`src/rtl/rtc_irq_pkg.sv`:
```
package rtc_irq_pkg;

    typedef struct packed {
        logic pf;
        logic af;
        logic uf;
    } rtc_flags_t;

    typedef struct packed {
        logic pie;
        logic aie;
        logic uie;
    } rtc_enables_t;

    localparam int STATUS_W = 8;

    function automatic logic [STATUS_W-1:0] pack_status(logic irqf, rtc_flags_t f);
        return {irqf, f.pf, f.af, f.uf, 4'b0000};
    endfunction

endpackage

```
`src/rtl/rtc_irq_divider.sv`:
```
module rtc_irq_divider #(
    parameter int RATE_W = 4
) (
    input  logic              clk,
    input  logic              rst,
    input  logic [RATE_W-1:0] rate_sel,
    output logic              tap_evt
);
    localparam int NUM_CODES = 1 << RATE_W;
    localparam int DIV_W     = NUM_CODES - 1;

    typedef struct packed {
        logic [DIV_W-1:0] cnt;
    } div_state_t;

    div_state_t s_d, s_q;
    logic [NUM_CODES-1:0] tap_hit;

    // Code k fires when the low k counter bits equal 2^(k-1),
    // which is the rising edge of counter bit k-1.
    assign tap_hit[0] = 1'b0;
    generate
        for (genvar k = 1; k < NUM_CODES; k++) begin : g_tap
            if (k == 1) begin : g_first
                assign tap_hit[k] = s_q.cnt[0];
            end else begin : g_upper
                assign tap_hit[k] = s_q.cnt[k-1] & ~(|s_q.cnt[k-2:0]);
            end
        end
    endgenerate

    always_comb begin
        s_d     = s_q;
        s_d.cnt = s_q.cnt + {{(DIV_W-1){1'b0}}, 1'b1};
        tap_evt = tap_hit[rate_sel];
    end

    always_ff @(posedge clk or posedge rst) begin
        if (rst) s_q <= '0;
        else     s_q <= s_d;
    end

    // the off code never produces a tick
    a_r3_off_code_silent: assert property (@(posedge clk) disable iff (rst)
        (rate_sel == '0) |-> !tap_evt);

    // with the rate held, ticks never fall in two cycles in a row
    a_r2_tick_spacing: assert property (@(posedge clk) disable iff (rst)
        tap_evt |=> (!$stable(rate_sel) || !tap_evt));

endmodule

```
`src/rtl/rtc_irq_flags.sv`:
```
module rtc_irq_flags
    import rtc_irq_pkg::*;
(
    input  logic         clk,
    input  logic         rst,
    input  rtc_enables_t en,
    input  logic         per_evt,
    input  logic         alarm_evt,
    input  logic         upd_evt,
    input  logic         rd_clr,
    output rtc_flags_t   flags,
    output logic         irqf,
    output logic         irq_n
);
    typedef struct packed {
        rtc_flags_t flg;
        logic       irq_n;
    } fl_state_t;

    localparam fl_state_t RESET_S = '{flg: '0, irq_n: 1'b1};

    fl_state_t s_d, s_q;

    always_comb begin
        irqf = (s_q.flg.pf & en.pie) | (s_q.flg.af & en.aie) | (s_q.flg.uf & en.uie);
        s_d  = s_q;
        if (rd_clr) begin
            s_d.flg = '0;
        end
        // Events are merged after the clear so a coincident one survives.
        s_d.flg.pf = s_d.flg.pf | per_evt;
        s_d.flg.af = s_d.flg.af | alarm_evt;
        s_d.flg.uf = s_d.flg.uf | upd_evt;
        s_d.irq_n  = ~irqf;
    end

    always_ff @(posedge clk or posedge rst) begin
        if (rst) s_q <= RESET_S;
        else     s_q <= s_d;
    end

    assign flags = s_q.flg;
    assign irq_n = s_q.irq_n;

    a_r4_alarm_sets: assert property (@(posedge clk) disable iff (rst)
        alarm_evt |=> flags.af);

    a_r2_tick_sets_pf: assert property (@(posedge clk) disable iff (rst)
        per_evt |=> flags.pf);

    a_r5_uf_sticky: assert property (@(posedge clk) disable iff (rst)
        (flags.uf && !rd_clr) |=> flags.uf);

    a_r6_read_clears: assert property (@(posedge clk) disable iff (rst)
        (rd_clr && !per_evt && !alarm_evt && !upd_evt) |=> (flags == '0));

    a_r9_pin_low: assert property (@(posedge clk) disable iff (rst)
        irqf |=> !irq_n);

    a_r9_pin_high: assert property (@(posedge clk) disable iff (rst)
        !irqf |=> irq_n);

endmodule

```
`src/rtl/rtc_irq_status.sv`:
```
module rtc_irq_status #(
    parameter int RATE_W = 4
) (
    input  logic              clk,
    input  logic              rst,
    input  logic              rd_stb,
    input  logic [RATE_W-1:0] rate_sel,
    input  logic              per_en,
    input  logic              alm_en,
    input  logic              upd_en,
    input  logic              alarm_hit,
    input  logic              upd_done,
    output logic [7:0]        rd_data,
    output logic              irq_n
);
    import rtc_irq_pkg::*;

    logic         tap_evt;
    rtc_flags_t   flags;
    rtc_enables_t en;
    logic         irqf;

    assign en = '{pie: per_en, aie: alm_en, uie: upd_en};

    rtc_irq_divider #(.RATE_W(RATE_W)) div_i (
        .clk      (clk),
        .rst      (rst),
        .rate_sel (rate_sel),
        .tap_evt  (tap_evt)
    );

    rtc_irq_flags flags_i (
        .clk       (clk),
        .rst       (rst),
        .en        (en),
        .per_evt   (tap_evt),
        .alarm_evt (alarm_hit),
        .upd_evt   (upd_done),
        .rd_clr    (rd_stb),
        .flags     (flags),
        .irqf      (irqf),
        .irq_n     (irq_n)
    );

    assign rd_data = pack_status(irqf, flags);

    // with no flag set the request bit stays clear
    a_r8_no_flag_no_req: assert property (@(posedge clk) disable iff (rst)
        (rd_data[6:4] == 3'b000) |-> !rd_data[7]);

endmodule

```
`config.mk`:
```
export PLATFORM = sky130hd
export DESIGN_NAME = rtc_irq_status
export DESIGN_NICKNAME = d
export VERILOG_FILES = /design/src/rtl/rtc_irq_pkg.sv /design/src/rtl/rtc_irq_divider.sv /design/src/rtl/rtc_irq_flags.sv /design/src/rtl/rtc_irq_status.sv
export SDC_FILE = /design/constraint.sdc
export NUM_CORES = 1
export LEC_CHECK = 0
export ABC_AREA = 0
export BUFFER_PORTS_ARGS = -buffer_cell sky130_fd_sc_hd__buf_2
export CORE_ASPECT_RATIO = 1.4
export CORE_MARGIN = 5
export CORE_UTILIZATION = 53
export DETAILED_ROUTE_END_ITERATION = 16
export HOLD_SLACK_MARGIN = 0.12
export PLACE_DENSITY_LB_ADDON = 0.08
export SYNTH_ARGS = -nofsm -noshare
export SYNTH_HDL_FRONTEND = slang
export SYNTH_SLANG_ARGS = --single-unit
```
`constraint.sdc`:
```
create_clock -name clk -period 1.65 [get_ports clk]
set_clock_uncertainty 0.05 [all_clocks]
set_input_delay 0 -clock clk [delete_from_list [all_inputs] [get_ports clk]]
set_output_delay 0 -clock clk [all_outputs]
set_load 0.005 [all_outputs]
```
==> results of run 1 <==
==> what timing repair did <==
item / in CTS / in global routing
setup endpoints to repair: 0 / 2
hold buffers: 11 / 0
setup buffers: 0 / 2
endpoints found under the hold margin: 22 / 0
resized for setup: 0 / 4
==> path summary, 6_finish.rpt <==
kind	startpoint	end	slack (ns)	cells past startpoint
setup / recovery	div_i.s_q[0]$_DFF_PP0_	flags_i.flags[2]$_DFF_PP0_	0.09	6
hold / removal	rate_sel[0]	flags_i.flags[2]$_DFF_PP0_	0.20	4
setup reg to reg	div_i.s_q[0]$_DFF_PP0_	flags_i.flags[2]$_DFF_PP0_	0.09	6
hold reg to reg	div_i.s_q[14]$_DFF_PP0_	div_i.s_q[14]$_DFF_PP0_	0.44	1
max in group asynchronous	rst	div_i.s_q[5]$_DFF_PP0_	0.76	3
min in group asynchronous	rst	div_i.s_q[10]$_DFF_PP0_	0.30	3
==> stage by stage <==
step                      instances  setup WS (ns)
after floorplan                 109          0.119
after global routing            158       -0.00818
after CTS                       156         0.0214
final                           158         0.0869
after detailed placement        141         0.0454
after global placement          141         0.0517
==> cells in the final DEF, fill, tap and decap left out, types with 2 or more instances in the layout <==
| master | synthesis | final |
|---|---|---|
| nand3_1 | 8 | 8 |
| a21oi_1 | 2 | 2 |
| buf_2 | 2 | 16 |
| xnor2_1 | 11 | 11 |
| xor2_1 | 2 | 2 |
| nand4_1 | 3 | 3 |
| nand2b_1 | 3 | 3 |
| dfrtp_1 | 18 | 16 |
| dlygate4sd3_1 | 0 | 11 |
| nand3b_1 | 2 | 2 |
| a211oi_1 | 2 | 2 |
| ha_1 | 3 | 3 |
| dfrtp_2 | 0 | 2 |
| nand2_1 | 6 | 6 |
| a21o_1 | 3 | 3 |
| and3b_1 | 3 | 3 |
| buf_4 | 5 | 7 |
| and4_1 | 2 | 2 |
| nor4_4 | 2 | 2 |
| inv_1 | 6 | 6 |
| and3_1 | 2 | 2 |
| conb_1 | 1 | 4 |
| o21ai_0 | 2 | 2 |
| clkbuf_4 | 0 | 3 |
| nor3_1 | 2 | 2 |
==> power groups by stage <==
stage,registers (mW),clock network (mW),logic (mW)
floorplan,0.491,0,0.0448
global placement,0.490,0,0.0651
detailed placement,0.490,0,0.0668
CTS,0.481,0.246,0.0894
global route,0.483,0.270,0.101
finish,0.481,0.235,0.0896
==> worst min-delay path, delay by kind of cell <==
family                 cells  cell delay [ns]
AOI/OAI and AO/OA          3             0.30
buffers and inverters      1             0.21
==> per-layer routing <==
layer	up-vias	part of all wire, %
li1	427	-
met3	7	4.7
met1	402	43
met2	20	49
met5	-	0
met4	0	2.7
==> registers in the layout (all words and copies together), names as in the netlist <==
signal / count
flags_i.irq_n: 1
flags_i.flags: 3
div_i.s_q: 15
==> area by class of cell <==
type | instances | area, um2 | area share, %
Multi-Input combinational cell | 74 | 552 | 40.9
Sequential cell | 19 | 479 | 35.5
Timing Repair Buffer | 34 | 243 | 18.0
Clock buffer | 4 | 26.3 | 1.95
Tap cell | 21 | 26.3 | 1.95
Inverter | 6 | 22.5 | 1.67
==> cells by family after synthesis <==
group	after synthesis	share of synthesized area [%]
other	1	0.339
buffers and inverters	16	8.14
AND/OR/NAND/NOR	37	22.6
adder cells (fa/ha/maj)	3	3.39
XOR/XNOR	13	10.3
AO/OA/AOI/OAI	17	12.1
flip-flops	19	43.1
==> run_results.csv, run 1 <==
group,metric,value,unit
critical_path,slowest_delay,0.40,ns
floorplan,die_h,64.1,um
timing,slew_viol_final,0,
floorplan,dieWidth,48.6,um
critical_path,cp_top_family,"compound AO/OA/AOI/OAI gates",
timing,setup_viol,0,
critical_path,end_kind,"flop",
timing,min_period,1.56,ns
clock_network,clock_latency,0.30,ns
global_routing,met3_usage,3.95,%
global_routing,grt_overflow,0,
min_path,hold_path_class,"input port to flop",
synth,synth_edf_count,0,
synth,synthTopCellsByCount,"dfrtp_1 (18), xnor2_1 (11), nand3_1 (8), inv_1 (6), nand2_1 (6)",
global_routing,groute.usage.overall,16.3,%
critical_path,arrival,1.74,ns
floorplan,core_area,1970,um2
power,power,806,uW
critical_path,path_cells,"inv_1, ha_1, and3b_1, nand3_1, a2111oi_2, a2bb2oi_1",
clock_network,path_clk_slew,0.10,ns
power,p_leak,0.612,nW
finish,nets,153,
synth,ys_ff_latch,19,
critical_path,path_class,"flop to flop",
critical_path,crit_required,1.83,ns
synth,synth.most_common_cell,"dfrtp_1",
finish,drive_above_1_share,23.4,%
finish,postLayoutCellArea,1350,um2
floorplan,rows,19,
route,dr.pass1.iters,4,
global_routing,grtUsageMet2,26.8,%
place,gp_congestion,0.775,
synth,yosysWarnings,0,
floorplan,initial_core_util,56.1,%
timing,finalCritPeriodShare,94.7,%
timing,fmax,0.640,GHz
synth,netlist.top_cell.by_area,"dfrtp_1",
synth,ys_seq_area_share,43.1,%
finish,fillers,159,
place,io_buffers,16,
clock_network,cts.htree.levels,1,
floorplan,die_area,3110,um2
synth,async_flop_share,100,%
route,vias_per_cell,5.42,
power,p_per_area,598,nW/um2
timing,tightest_slew,0.716,ns
route,drt-total-wl,2200,um
timing,tns,0,ns
global_routing,antenna_found_initial,0,
synth,syn_area_per_cell,10.4,um2
status,status,"complete, no violations",
clock_network,cts.sinks,19,
route,drtIter0Drc,14,
finish,syn_to_final_growth,21.9,%
synth,synth_flop_cell,"dfrtp_1",
route,drcViolationCount,0,
timing,finalHoldViolations,0,
finish,insertedDiodeCount,0,
global_routing,grtUsageMet1,19.7,%
power,p_switching,188,uW
finish,post-route-util,68.4,%
synth,synth_cells,106,
critical_path,critPathBufInv,1,
clock_network,cts_tree,"built",
power,peakVddDrop,0.000519,V
power,p_comb_share,11.1,%
power,internal_power,618,uW
synth,synth_top_area_share,40.7,%
global_routing,grt_pass1_wl,4070,um
global_routing,busiest_layer,"met2",
route,post_drt_wl_per_cell,13.9,um
floorplan,io_pins,21,
global_routing,grt_start_max_net_pins,20,
synth,synth.area.top_cells,"dfrtp_1 (41%), xnor2_1 (8.7%), nor4_4 (3.8%)",
clock_network,cts_root_buffer,"clkbuf_4",
global_routing,grt_pass1_vias,841,
place,place_area,1190,um2
clock_network,cts_buffers,3,
power,swShare,23.4,%
power,power.share.clock,29.2,%
critical_path,start_kind,"flop",
power,p_seq_share,59.7,%
synth,netlist-cell-type-count,37,
critical_path,critPathMaxFanout,3,
route,postRouteAntennaNets,0,
clock_network,clockBufferDepth,2,
run,maxCapViolations,0,
critical_path,cp_slowest_cell,"dfrtp_1",
route,via_count,856,
place,dp_hpwl,1580,um
timing,max-slew-margin-rel,52.2,%
timing,holdWs,0.197,ns
synth,syn_area,1110,um2
(Power assumes the default switching activity.)
==> inputs of run 2 (changes only) <==
SYNTH_HIERARCHICAL = 1   (was not set)
==> run_results.csv, run 2 <==
group,metric,value,unit
timing,tns,0,ns
synth,netlist.top_cell.by_area,"dfrtp_1",
floorplan,rows,19,
clock_network,cts_tree,"built",
route,vias_per_cell,5.42,
critical_path,slowest_delay,0.43,ns
clock_network,cts.sinks,19,
global_routing,grt_overflow,0,
global_routing,busiest_layer,"met2",
clock_network,cts_root_buffer,"clkbuf_4",
critical_path,critPathMaxFanout,6,
floorplan,die_area,2940,um2
finish,insertedDiodeCount,0,
finish,largest_reg_flops,15,
power,peakVddDrop,0.000482,V
global_routing,grt_pass1_vias,867,
floorplan,dieWidth,47.3,um
critical_path,regToRegSetupSlack,0.08,ns
synth,yosysWarnings,6,
synth,ys_ff_latch,19,
critical_path,path_cells,"inv_1, ha_1, nor2b_1, nand3b_1, a21oi_1, a21oi_1, o21ai_1, a21o_2",
min_path,hold_path_class,"input port to async pin",
route,via_count,872,
finish,drive_above_1_share,23.6,%
clock_network,clockBufferDepth,2,
synth,synth_cells,103,
place,io_buffers,16,
global_routing,groute.usage.overall,17.6,%
synth,synth_edf_count,0,
synth,synth.most_common_cell,"dfrtp_1",
status,status,"complete, no violations",
critical_path,path_class,"flop to flop",
timing,tightest_slew,0.602,ns
finish,nets,156,
timing,max-slew-margin-rel,59.9,%
clock_network,cts.htree.levels,1,
place,dp_hpwl,1580,um
critical_path,start_kind,"flop",
synth,synth_top_area_share,43.6,%
route,drt-total-wl,2340,um
floorplan,initial_core_util,54.3,%
global_routing,grt_start_max_net_pins,16,
critical_path,end_kind,"flop",
place,gp_congestion,0.811,
power,p_per_area,608,nW/um2
timing,rsz0062_at_grt,"false",
synth,ys_seq_area_share,46.2,%
synth,synthTopCellsByCount,"dfrtp_1 (18), xnor2_1 (11), inv_1 (7), nand3_1 (7), nand2_1 (6)",
finish,final_common_cell,"dfrtp_1",
global_routing,antenna_found_initial,0,
timing,finalCritPeriodShare,95.0,%
critical_path,critPathMostFrequentCell,"a21oi_1",
floorplan,core_area,1900,um2
finish,top_register,"div_i/s_q",
critical_path,crit_required,1.78,ns
floorplan,die_h,62.2,um
route,drtIter0Drc,33,
finish,syn_to_final_growth,27.5,%
power,p_leak,0.645,nW
route,drcViolationCount,0,
clock_network,clock_latency,0.29,ns
synth,async_flop_share,100,%
route,postRouteAntennaNets,0,
timing,slew_viol_final,0,
timing,fmax,0.638,GHz
route,post_drt_wl_per_cell,14.5,um
synth,syn_area_per_cell,10.0,um2
synth,synth.area.top_cells,"dfrtp_1 (44%), xnor2_1 (9.3%), buf_4 (3.6%)",
clock_network,cts_buffers,3,
global_routing,met3_usage,1.73,%
timing,min_period,1.57,ns
floorplan,io_pins,21,
global_routing,grt_pass1_wl,3860,um
finish,layout_common_cells,"dfrtp_1 (17), buf_2 (16), xnor2_1 (11), dlygate4sd3_1 (11), buf_4 (8)",
synth,netlist-cell-type-count,32,
run,maxCapViolations,0,
timing,setup_viol,0,
finish,post-route-util,69.2,%
synth,syn_area,1030,um2
global_routing,grtUsageMet2,32.0,%
route,dr.pass1.iters,7,
clock_network,path_clk_slew,0.11,ns
critical_path,arrival,1.70,ns
global_routing,grtUsageMet1,19.9,%
critical_path,cp_slowest_cell,"dfrtp_2",
timing,finalHoldViolations,0,
synth,synth_flop_cell,"dfrtp_1",
==> run 2: per-stage QoR <==
stage	hold slack (ns)	cell area (um2)	power (mW)	cells	worst slack, ns
6_report	0.268	1320	0.800	161	0.0817
5_1_grt	0.295	1320	0.841	161	0.0246
4_1_cts	0.265	1290	0.810	158	0.0182
3_5_place_dp	-0.147	1150	0.555	143	0.0181
3_3_place_gp	-0.153	1150	0.553	143	0.0630
2_1_floorplan	-0.285	1040	0.531	106	0.0940
==> run 2: layer usage <==
| metal | vias up | routed length, um |
|---|---|---|
| li1 | 429 | - |
| met1 | 424 | 914 |
| met2 | 17 | 1330 |
| met3 | 2 | 78 |
| met4 | 0 | 19 |
| met5 | - | 0 |
==> run 2: final timing paths <==
| check | start | cells past startpoint | endpoint |
|---|---|---|---|
| min in group clk | upd_en | 4 | rd_data[7] |
| min reg2reg | div_i/s_q[14]$_DFF_PP0_ | 1 | div_i/s_q[14]$_DFF_PP0_ |
| max | div_i/s_q[0]$_DFF_PP0_ | 8 | flags_i/flags[2]$_DFF_PP0_ |
| min | rst | 3 | div_i/s_q[13]$_DFF_PP0_ |
| max in group asynchronous | rst | 4 | flags_i/irq_n$_DFF_PP1_ |
| max reg2reg | div_i/s_q[0]$_DFF_PP0_ | 8 | flags_i/flags[2]$_DFF_PP0_ |
==> run 2: power breakdown <==
group / switching, mW / internal (mW) / leakage (nW)
sequential: 0.00486 / 0.475 / 0.240
combinational: 0.0423 / 0.0492 / 0.390
clock: 0.135 / 0.0939 / 0.0150
==> run 2: cell type report <==
cell class              count  area (um2)
well taps                  21        26.3
clock buffers               4        26.3
inverters                   7        26.3
multi-input cells          75         509
fillers                   171         586
flip-flops and latches     19         478
repair buffers             35         250
==> run 2: kinds of logic (layout without fill, tap and decap cells) <==
family,count (synthesis),after routing,share of synthesized area (%)
other cells,1,4,0.363
simple gates,35,35,19.8
flops,19,19,46.2
buf+inv,12,46,6.18
compound gates,20,20,12.8
xor+xnor,13,13,11.0
fa+ha+maj,3,3,3.64
==> run 2: worst max-delay path: cells and delay by family, from the launching register on <==
family          cells  cell delay, ns
simple gates        2            0.23
fa+ha+maj           1            0.21
compound gates      4            0.46
buf+inv             1            0.09
flops               1            0.43
==> run 2: timing repair <==
action,4_1_cts,5_1_grt
endpoints found under the hold margin,23,0
resized for setup,1,2
pin swaps,0,1
endpoints found under the setup margin,1,1
setup buffers,0,3
cloned,0,0
hold buffers,11,0
==> inputs of run 3 (changes only) <==
CORE_ASPECT_RATIO = not set   (was 1.4)
CORE_MARGIN = not set   (was 5)
CORE_UTILIZATION = 54   (was 53)
CTS_BUF_LIST = sky130_fd_sc_hd__clkbuf_4 sky130_fd_sc_hd__clkbuf_8   (was not set)
==> run_results.csv, run 3 (synthesis results as in run 2) <==
group,metric,value,unit
timing,slew_viol_final,0,
clock_network,cts_tree,"built",
clock_network,cts.sinks,19,
timing,min_period,1.61,ns
route,drt-total-wl,2280,um
finish,nets,157,
route,vias_per_cell,5.40,
place,gp_congestion,0.727,
global_routing,grt_overflow,0,
clock_network,path_clk_slew,0.11,ns
global_routing,grt_pass1_vias,815,
finish,layout_common_cells,"dfrtp_1 (18), buf_2 (16), xnor2_1 (11), dlygate4sd3_1 (11), buf_4 (8)",
timing,max-slew-margin-rel,60.5,%
floorplan,dieWidth,45.7,um
finish,insertedDiodeCount,0,
route,drcViolationCount,0,
power,internal_power,635,uW
floorplan,die_h,45.7,um
timing,finalHoldViolations,0,
power,power.share.clock,31.0,%
finish,instances_no_fill,166,
timing,finalCritPeriodShare,97.9,%
min_path,hold_path_class,"input port to async pin",
floorplan,core_area,1760,um2
place,dp_hpwl,1520,um
place,placed_cells_incl_taps,150,
critical_path,path_class,"flop to flop",
route,via_count,897,
timing,rsz0062_at_grt,"true",
clock_network,cts.htree.levels,1,
clock_network,clock_latency,0.30,ns
finish,syn_to_final_growth,30.9,%
global_routing,groute.usage.overall,23.8,%
power,p_comb_share,11.2,%
floorplan,rows,15,
critical_path,arrival,1.82,ns
critical_path,critPathMaxFanout,3,
route,post_drt_wl_per_cell,13.7,um
clock_network,cts_buffers,3,
power,p_seq_share,57.8,%
route,drtIter0Drc,17,
power,swShare,23.6,%
finish,final_common_cell,"dfrtp_1",
power,p_per_area,615,nW/um2
route,postRouteAntennaNets,0,
timing,tightest_slew,0.591,ns
timing,tns,0,ns
finish,largest_reg_flops,15,
global_routing,antenna_found_initial,0,
floorplan,io_pins,21,
critical_path,end_kind,"flop",
power,peakVddDrop,0.000521,V
floorplan,initial_core_util,58.5,%
critical_path,start_kind,"flop",
finish,drive_above_1_share,27.0,%
clock_network,cts_root_buffer,"clkbuf_4",
global_routing,grt_start_max_net_pins,16,
run,maxCapViolations,0,
timing,setup_viol,0,
power,p_switching,196,uW
floorplan,die_area,2090,um2
status,status,"complete, no violations",
global_routing,grt_pass1_wl,3490,um
route,dr.pass1.iters,4,
place,io_buffers,16,
timing,fmax,0.619,GHz
critical_path,crit_required,1.85,ns
finish,top_register,"div_i/s_q",
power,p_leak,0.652,nW
clock_network,clockBufferDepth,2,
## run 3: layout make-up
| type | count | area, um2 |
|---|---|---|
| tap | 25 | 31.3 |
| sequential | 19 | 477 |
| multi-input combinational | 75 | 526 |
| timing repair buffer | 36 | 262 |
| clock buffer | 4 | 30.0 |
| fill | 137 | 413 |
| inverter | 7 | 26.3 |
## run 3: stage by stage
stage                     power [mW]  cell area [um2]  setup slack, ns  util (%)  hold WS (ns)
after global routing           0.869             1350          -0.0349      76.6         0.294
after floorplan                0.531             1040           0.0940         -        -0.285
after detailed placement       0.554             1180         -0.00188      66.7        -0.149
final                          0.831             1350           0.0350      76.6         0.259
after global placement         0.553             1180           0.0324      66.7        -0.157
after CTS                      0.833             1330          0.00188      75.2         0.254
## run 3: what timing repair did
item	in CTS	in global routing
hold buffers	11	0
hold endpoints to repair	23	0
setup endpoints to repair	1	2
gates resized for setup	1	7
pin swaps	0	4
buffers inserted	1	1
## run 3: path summary, 6_finish.rpt
| check | startpoint | depth (start not counted) | end | slack [ns] |
|---|---|---|---|---|
| worst max-delay path | div_i/s_q[9]$_DFF_PP0_ | 6 | flags_i/flags[2]$_DFF_PP0_ | 0.04 |
| worst min-delay path | rst | 3 | div_i/s_q[11]$_DFF_PP0_ | 0.26 |
| worst max register to register | div_i/s_q[9]$_DFF_PP0_ | 6 | flags_i/flags[2]$_DFF_PP0_ | 0.04 |
| worst min register to register | div_i/s_q[0]$_DFF_PP0_ | 1 | div_i/s_q[0]$_DFF_PP0_ | 0.42 |
| max in group asynchronous | rst | 4 | flags_i/irq_n$_DFF_PP1_ | 0.69 |
| min in group clk | rate_sel[1] | 6 | flags_i/flags[2]$_DFF_PP0_ | 0.26 |
## run 3: critical path, cell delays in order, from the launching register on
cell and delay (ns):
dfrtp_1 0.42, buf_6 0.13, or4_4 0.50, a21oi_2 0.11
a31oi_1 0.10, o21ai_1 0.15, a21o_2 0.10
## run 3: per-layer routing
layer	vias to the layer above	track usage (%)	part of all wire, %
li1	433	-	-
met3	4	2.38	3.2
met4	0	8.82	1.0
met2	24	41.1	53
met1	436	30.7	43
met5	-	0	0
## run 3: power by group through the flow
stage / combinational (mW) / clock (mW) / sequential (mW)
2_1_floorplan: 0.0413 / 0 / 0.489
3_3_place_gp: 0.0645 / 0 / 0.488
3_5_place_dp: 0.0659 / 0 / 0.489
4_1_cts: 0.0892 / 0.264 / 0.479
5_1_grt: 0.103 / 0.285 / 0.481
6_report: 0.0928 / 0.257 / 0.480
